[src/rtl/ppc_pkg.sv]
package ppc_pkg;
    typedef enum logic [1:0] {
        ACT_HOLD  = 2'd0,
        ACT_LOAD  = 2'd1,
        ACT_CLEAR = 2'd2,
        ACT_STEP  = 2'd3
    } ppc_action_e;
endpackage

[src/rtl/ppc_arbiter.sv]
module ppc_arbiter
    import ppc_pkg::*;
(
    input  logic        pulse,
    input  logic        start,
    input  logic        rel_mode,
    input  logic        load,
    output ppc_action_e action
);
    // Priority: load, then relative-mode clear, then pulse step.
    always_comb begin
        if (load)
            action = ACT_LOAD;
        else if (start && rel_mode)
            action = ACT_CLEAR;
        else if (pulse)
            action = ACT_STEP;
        else
            action = ACT_HOLD;
    end
endmodule

[src/rtl/ppc_sat_step.sv]
module ppc_sat_step #(
    parameter int WIDTH = 32
) (
    input  logic [WIDTH-1:0] cur,
    input  logic             up,
    output logic [WIDTH-1:0] nxt
);
    localparam logic [WIDTH-1:0] POS_MAX = {1'b0, {(WIDTH-1){1'b1}}};
    localparam logic [WIDTH-1:0] POS_MIN = {1'b1, {(WIDTH-1){1'b0}}};

    always_comb begin
        if (up)
            nxt = (cur == POS_MAX) ? cur : cur + 1'b1;
        else
            nxt = (cur == POS_MIN) ? cur : cur - 1'b1;
    end
endmodule

[src/rtl/ppc_word_split.sv]
module ppc_word_split #(
    parameter int WORD_W = 16,
    parameter int NWORDS = 2
) (
    input  logic [WORD_W*NWORDS-1:0]        value,
    output logic [NWORDS-1:0][WORD_W-1:0]   words
);
    for (genvar g = 0; g < NWORDS; g++) begin : g_word
        assign words[g] = value[g*WORD_W +: WORD_W];
    end
endmodule

[src/rtl/pulse_pos_counter.sv]
module pulse_pos_counter
    import ppc_pkg::*;
#(
    parameter int WORD_W = 16
) (
    input  logic                clk,
    input  logic                rst_n,
    input  logic                pulse,
    input  logic                dir_fwd,
    input  logic                start,
    input  logic                rel_mode,
    input  logic                load,
    input  logic [2*WORD_W-1:0] load_val,
    output logic [WORD_W-1:0]   pos_hi,
    output logic [WORD_W-1:0]   pos_lo
);
    localparam int NWORDS = 2;
    localparam int WIDTH  = NWORDS * WORD_W;
    localparam logic [WIDTH-1:0] POS_MAX = {1'b0, {(WIDTH-1){1'b1}}};
    localparam logic [WIDTH-1:0] POS_MIN = {1'b1, {(WIDTH-1){1'b0}}};

    typedef struct packed {
        logic [WIDTH-1:0] pos;
    } ppc_state_t;

    ppc_state_t  st_d, st_q;
    ppc_action_e action;
    logic [WIDTH-1:0] step_val;
    logic [NWORDS-1:0][WORD_W-1:0] words;

    ppc_arbiter u_arb (
        .pulse    (pulse),
        .start    (start),
        .rel_mode (rel_mode),
        .load     (load),
        .action   (action)
    );

    ppc_sat_step #(.WIDTH(WIDTH)) u_step (
        .cur (st_q.pos),
        .up  (dir_fwd),
        .nxt (step_val)
    );

    always_comb begin
        st_d = st_q;
        unique case (action)
            ACT_LOAD:  st_d.pos = load_val;
            ACT_CLEAR: st_d.pos = '0;
            ACT_STEP:  st_d.pos = step_val;
            default:   st_d.pos = st_q.pos;
        endcase
    end

    always_ff @(posedge clk) begin
        if (!rst_n)
            st_q <= '0;
        else
            st_q <= st_d;
    end

    ppc_word_split #(.WORD_W(WORD_W), .NWORDS(NWORDS)) u_split (
        .value (st_q.pos),
        .words (words)
    );

    assign pos_hi = words[1];
    assign pos_lo = words[0];

    AST_RESET_ZERO: assert property (@(posedge clk)
        !rst_n |=> (st_q.pos == '0));
    AST_IDLE_HOLD: assert property (@(posedge clk) disable iff (!rst_n)
        (!pulse && !start && !load) |=> $stable(st_q.pos));
    AST_UP_STEP: assert property (@(posedge clk) disable iff (!rst_n)
        (pulse && dir_fwd && !load && !(start && rel_mode) && st_q.pos != POS_MAX)
        |=> (st_q.pos == $past(st_q.pos) + 1'b1));
    AST_DOWN_STEP: assert property (@(posedge clk) disable iff (!rst_n)
        (pulse && !dir_fwd && !load && !(start && rel_mode) && st_q.pos != POS_MIN)
        |=> (st_q.pos == $past(st_q.pos) - 1'b1));
    AST_NO_OVERFLOW: assert property (@(posedge clk) disable iff (!rst_n)
        (pulse && dir_fwd && !load && !(start && rel_mode) && st_q.pos == POS_MAX)
        |=> (st_q.pos == POS_MAX));
    AST_NO_UNDERFLOW: assert property (@(posedge clk) disable iff (!rst_n)
        (pulse && !dir_fwd && !load && !(start && rel_mode) && st_q.pos == POS_MIN)
        |=> (st_q.pos == POS_MIN));
    AST_REL_CLEAR: assert property (@(posedge clk) disable iff (!rst_n)
        (start && rel_mode && !load) |=> (st_q.pos == '0));
    AST_LOAD_WINS: assert property (@(posedge clk) disable iff (!rst_n)
        load |=> (st_q.pos == $past(load_val)));
    AST_ABS_START_HOLD: assert property (@(posedge clk) disable iff (!rst_n)
        (start && !rel_mode && !load && !pulse) |=> $stable(st_q.pos));
    AST_WORD_MAP: assert property (@(posedge clk) disable iff (!rst_n)
        ({pos_hi, pos_lo} == st_q.pos));
endmodule

[config.mk]
export PLATFORM = sky130hd
export DESIGN_NAME = pulse_pos_counter
export DESIGN_NICKNAME = d
export VERILOG_FILES = /design/src/rtl/ppc_pkg.sv /design/src/rtl/ppc_arbiter.sv /design/src/rtl/ppc_sat_step.sv /design/src/rtl/ppc_word_split.sv /design/src/rtl/pulse_pos_counter.sv
export SDC_FILE = /design/constraint.sdc
export NUM_CORES = 1
export LEC_CHECK = 0
export ABC_AREA = 1
export BUFFER_PORTS_ARGS = -buffer_cell sky130_fd_sc_hd__buf_2
export CELL_PAD_IN_SITES_DETAIL_PLACEMENT = 1
export CELL_PAD_IN_SITES_GLOBAL_PLACEMENT = 2
export CORE_MARGIN = 1.5
export CORE_UTILIZATION = 31
export CTS_CLUSTER_DIAMETER = 30
export DETAILED_ROUTE_END_ITERATION = 12
export GPL_ROUTABILITY_DRIVEN = 1
export GPL_TIMING_DRIVEN = 0
export PLACE_DENSITY = 0.95
export SLEW_MARGIN = 0
export SYNTH_ARGS = -nofsm -noshare
export SYNTH_HDL_FRONTEND = slang
export SYNTH_SLANG_ARGS = --single-unit
[constraint.sdc]
create_clock -name clk -period 5.4 [get_ports clk]
set_input_delay 0.54 -clock clk [delete_from_list [all_inputs] [get_ports clk]]
set_output_delay 0.54 -clock clk [all_outputs]
set_load 0.005 [all_outputs]
---- After elaboration in Yosys (flattened, before gate mapping) ----
Cells that the tools add are included.
word-level totals
  output and inout port bits .............. 32
  word-level logic and storage cells ...... 20
  bits of input ports ..................... 39
  register bits ........................... 32
operators by class
  add/subtract/negate cells ............... 2
  multiplexer cells ....................... 7
  eq/ne operators ......................... 7
  reduce and logical (&&, ||, !) cells .... 3
operators by type and width
  cell                                                 number
  2-to-1 mux 32 bit                                    3
  case mux 32 bit (3 select lines)                     1
  adder 32 x 1 -> 32 bit (second input constant)       1
  == test 32 x 31 -> 1 bit (second input constant)     1
  == test 32 bit (second input constant)               1
  subtractor 32 x 1 -> 32 bit (second input constant)  1
  2-to-1 mux 2 bit                                     3
  inequality test 3 bit (second input constant)        2
  == test 2 bit (second input constant)                2
  AND reduction 3 bit                                  1
  nonzero test 3 bit                                   1
  == test 2 x 1 -> 1 bit (second input constant)       1
  logical AND 1 bit                                    1

---- Logic depth before layout (Yosys ltp) ----
  word-level depth ........................ 6
  mapped depth ............................ 13
  gate-level depth less buffers ........... 13

---- By module ----
A second synthesis with hierarchy kept.
second synthesis, totals
  cell total of the unflattened synthesis .. 874
  area total of the unflattened synthesis .. 4629.4 um2
by module, submodules not included
  module             cells each  seq. area each (um2)  area each (um2)  instances
  ppc_sat_step       560         0.0                   2645.0           1
  pulse_pos_counter  276         640.6                 1716.6           1
  ppc_word_split     32          0.0                   240.2            1
  ppc_arbiter        6           0.0                   27.5             1

---- Worst setup path after synthesis ----
Ideal clock, no wire load.
  kind .................................... in2reg
  from .................................... input port dir_fwd
  to ...................................... register st_q[7] (netlist bit)
  library setup time ...................... 113 ps
  required time ........................... 5287 ps
  setup slack ............................. 2846 ps
  buffers on the path ..................... 0
  cell stages on the path ................. 11
  arrival ................................. 2441 ps
  cell sequence ........................... inv_1 ha_1 nand2_1 inv_1 a21oi_1 nand2_1 or2_2 nand3_1 nand2_1 o21ai_1 nor2_1
between the ends
  cells in the longest elaborated chain, start to end .. 2
ends and longest elaborated chain
  element                                                                                          line                     source
  start, declared                                                                                  pulse_pos_counter.sv:9   input logic dir_fwd,
  inequality test 3 bit (no source line) / 2-to-1 mux 32 bit (equally long branches)               n/a
  AND reduction 3 bit (no source line) / case mux 32 bit (3 select lines) (equally long branches)  n/a
  end signal, assigned                                                                             pulse_pos_counter.sv:59  st_q <= st_d;
  end, declared                                                                                    pulse_pos_counter.sv:26  ppc_state_t st_d, st_q;
Parallel ways exist; a longest one is shown, timed or not.
A chain may end at the register's enable or synchronous reset.

---- Final worst setup path ----
  from .................................... input port dir_fwd
  to ...................................... register st_q[28] (netlist bit)
The elaborated chain is that of the path after synthesis.

==> flow_metrics.env <==
export IMPL_start_util_pct=32.1
export IMPL_hold_viol_final=0
export IMPL_fp_dieH_um=121
export IMPL_drc=0
export IMPL_combPwrFrac_pct=43.7
export IMPL_die_x_um=121
export IMPL_r2r_end="st_q[28]"
export IMPL_regMostFlops="st_q"
export IMPL_wl_um=15200
export IMPL_leakage_nw=2.93
export IMPL_min_period_ns=3.12
export IMPL_p_total_mw=1.03
export IMPL_antenna_cells=0
export IMPL_gp_congestion=0.900
export IMPL_synth_area_mux_share_pct=0
export IMPL_clk_pin_slew_worst_paths_ns=0.05
export IMPL_synth_cells=816
export IMPL_htreeDepth=2
export IMPL_swShare_pct=41.7
export IMPL_synth_cell_type_count=29
export IMPL_path_cells="buf_2 -> inv_1 -> ha_1 -> nand2_1 -> inv_1 -> a21oi_1 -> nand3_1 -> nand2_1 -> nand2_1 -> nand2_1 -> nand3_1 -> a21oi_2"
export IMPL_critPathLaunch="dir_fwd"
export IMPL_track_usage_pct=21.5
export IMPL_area_growth_pct=16.7
export IMPL_cp_required_ns=5.62
export IMPL_synthAdderAreaFrac_pct=9.20
export IMPL_layout_common_cells="296 x nand2_1, 157 x inv_1, 114 x nor2_1"
export IMPL_clockBufferDepth=2
export IMPL_rsz0062_at_grt="no"
export IMPL_seq_power_share_pct=28.7
export IMPL_cts_hold_buf=0
export IMPL_routedWlPerCell_um=14.2
export IMPL_grt_pass1_wl_um=24600
export IMPL_dr_pass1_iters=4
export IMPL_syn_nets=886
export IMPL_grt_overflow=0
export IMPL_synth_simple_gate_area_share_pct=48.2
export IMPL_top_regs="st_q: 32 flops"
export IMPL_yosys_warnings=0
export IMPL_cts_num_sinks=32
export IMPL_yosysSeqAreaShare_pct=14.9
export IMPL_critPathLaunchType="input pin"
export IMPL_cts_root_buf="clkbuf_16"
export IMPL_dp_hpwl_um=12900
export IMPL_crit_path_end_kind="flip-flop"
export IMPL_reg2reg_from="st_q[0]"
export IMPL_cts_tree="done"
export IMPL_max_freq_mhz=320
export IMPL_largest_reg_flops=32
export IMPL_ant_nets=0
export IMPL_ys_seq_elements=32
export IMPL_drv_cap=0
export IMPL_drive_gt1_share_pct=12.5
export IMPL_rows=42
export IMPL_postCtsSetupRepairBufs=0
export IMPL_cp_max_fo=32
export IMPL_synthesis_area_mm2=0.00430
export IMPL_min_delay_start="rst_n"
export IMPL_numCtsBuffers=5
export IMPL_rr_worst_depth=10
export IMPL_powerDensity_mw_per_mm2=206
export IMPL_nets=963
export IMPL_worstSkewPairLatency_ns=0.28
export IMPL_slowest_delay_ns=0.88
export IMPL_outcome="finished clean"
export IMPL_first_iter_violations=222
export IMPL_grt_pass1_vias=4943
export IMPL_num_io_pins=71
export IMPL_post_synth_xor_area_fraction_pct=0.815
export IMPL_grt_max_degree=33
export IMPL_synth_top_family_by_area="simple AND/OR/NAND/NOR gates"
export IMPL_tightest_slew_ns=1.22
export IMPL_avgSynthCellArea_um2=5.27
export IMPL_coreArea_mm2=0.0134
export IMPL_finalMaxSlewViolations=0
export IMPL_min_path_type="in2reg"
export IMPL_arrival_ns=3.34
export IMPL_internal_power_uw=602
export IMPL_max_slew_margin_pct=18.7
export IMPL_antenna_found_initial=0
export IMPL_switchingPower_uw=431
export IMPL_setup_viol=0
export IMPL_period_share_pct=57.8
export IMPL_cp_endpoint="st_q[28]"
export IMPL_crit_path_frequent_cell="nand2_1"
export IMPL_avgViaCountPerCell=4.77
export IMPL_mostFrequentLayoutCell="nand2_1"
export IMPL_fp_dieArea_mm2=0.0146
export IMPL_synth_compound_area_share_pct=11.1
export IMPL_finClkSkew_ns=0.00221
export IMPL_cts_resized=0
export IMPL_slowest_stage="inv_1"
export IMPL_tns_ns=0
export IMPL_ir_drop_v=0.000150
export IMPL_via_count=5105
export IMPL_path_class="in2reg"
export IMPL_portBuffers=70
export IMPL_pwr_share_clk_pct=27.7
export IMPL_timing_reg2reg_setup_slack_ns=3.11
==> layer usage <==
metal	wire length, µm	global-route usage (%)
met3	487	1.37
met4	158	4.41
met2	6750	35.1
met5	0	0
met1	7840	31.2
==> kinds of logic (layout without fill, tap and decap cells) <==
| family | after synthesis | count (layout) |
|---|---|---|
| AND/OR/NAND/NOR | 502 | 502 |
| adder cells (fa/ha/maj) | 31 | 31 |
| AO/OA/AOI/OAI | 77 | 77 |
| XOR/XNOR | 4 | 4 |
| flip-flops | 32 | 32 |
| buffers and inverters | 170 | 248 |
==> stage by stage <==
| stage | hold slack (ns) | std cells | instance area, µm² | util [%] | setup WS, ns |
|---|---|---|---|---|---|
| after detailed placement | 0.545 | 1062 | 4870 | 36.3 | 1.96 |
| final | 0.545 | 1070 | 5010 | 37.4 | 2.28 |
| after global routing | 0.567 | 1070 | 5010 | 37.4 | 1.95 |
| after floorplan | 0.521 | 816 | 4300 | - | 2.85 |
| after global placement | 0.532 | 1062 | 4870 | 36.3 | 2.01 |
| after CTS | 0.542 | 1070 | 5010 | 37.4 | 2.24 |
==> layout make-up <==
type                            count  area (µm²)
Sequential cell                    32         641
Buffer                             12        87.6
Fill cell                        1934        8390
Tap cell                          176         220
Inverter                          158         593
Multi-Input combinational cell    614        2980
Timing Repair Buffer               70         350
Clock buffer                        8         146
==> synthesized netlist by cell type, drive strengths merged <==
cell type	n	area, µm²
nand2	296	1110
inv	158	593
nor2	115	434
nand3	53	293
a21oi	47	307
dfxtp	32	641
ha	30	375
o21ai	23	115
nand4	17	106
nor3	12	65.1
buf	9	76.3
nand3b	4	30.0
xnor2	4	35.0
a21o	3	22.5
clkbuf	3	11.3
o21bai	3	22.5
or2	3	18.8
and2	2	12.5
a22o	1	8.76
fa	1	20.0
==> worst min path at each step <==
| stage | to | slack [ns] | cells after the start |
|---|---|---|---|
| 6_report | st_q[9] | 0.55 | 3 |
| 3_3_place_gp | st_q[2] | 0.53 | 2 |
| 4_1_cts | st_q[9] | 0.54 | 3 |
| 5_1_grt | st_q[9] | 0.57 | 3 |
| 2_1_floorplan | st_q[3] | 0.52 | 2 |
| 3_5_place_dp | st_q[2] | 0.55 | 2 |
==> power by group through the flow <==
stage | clock network (mW) | logic (mW) | registers [mW]
6_report | 0.286 | 0.452 | 0.296
5_1_grt | 0.300 | 0.517 | 0.299
4_1_cts | 0.290 | 0.453 | 0.296
3_5_place_dp | 0 | 0.450 | 0.300
3_3_place_gp | 0 | 0.441 | 0.300
2_1_floorplan | 0 | 0.313 | 0.287
==> critical path: cells and delay by family <==
kind	cells	cell delay, ns
AO/OA/AOI/OAI	2	0.42
AND/OR/NAND/NOR	6	0.82
adder cells (fa/ha/maj)	1	0.44
buffers and inverters	3	1.09
Note: power is estimated with default switching activity, not from simulation.
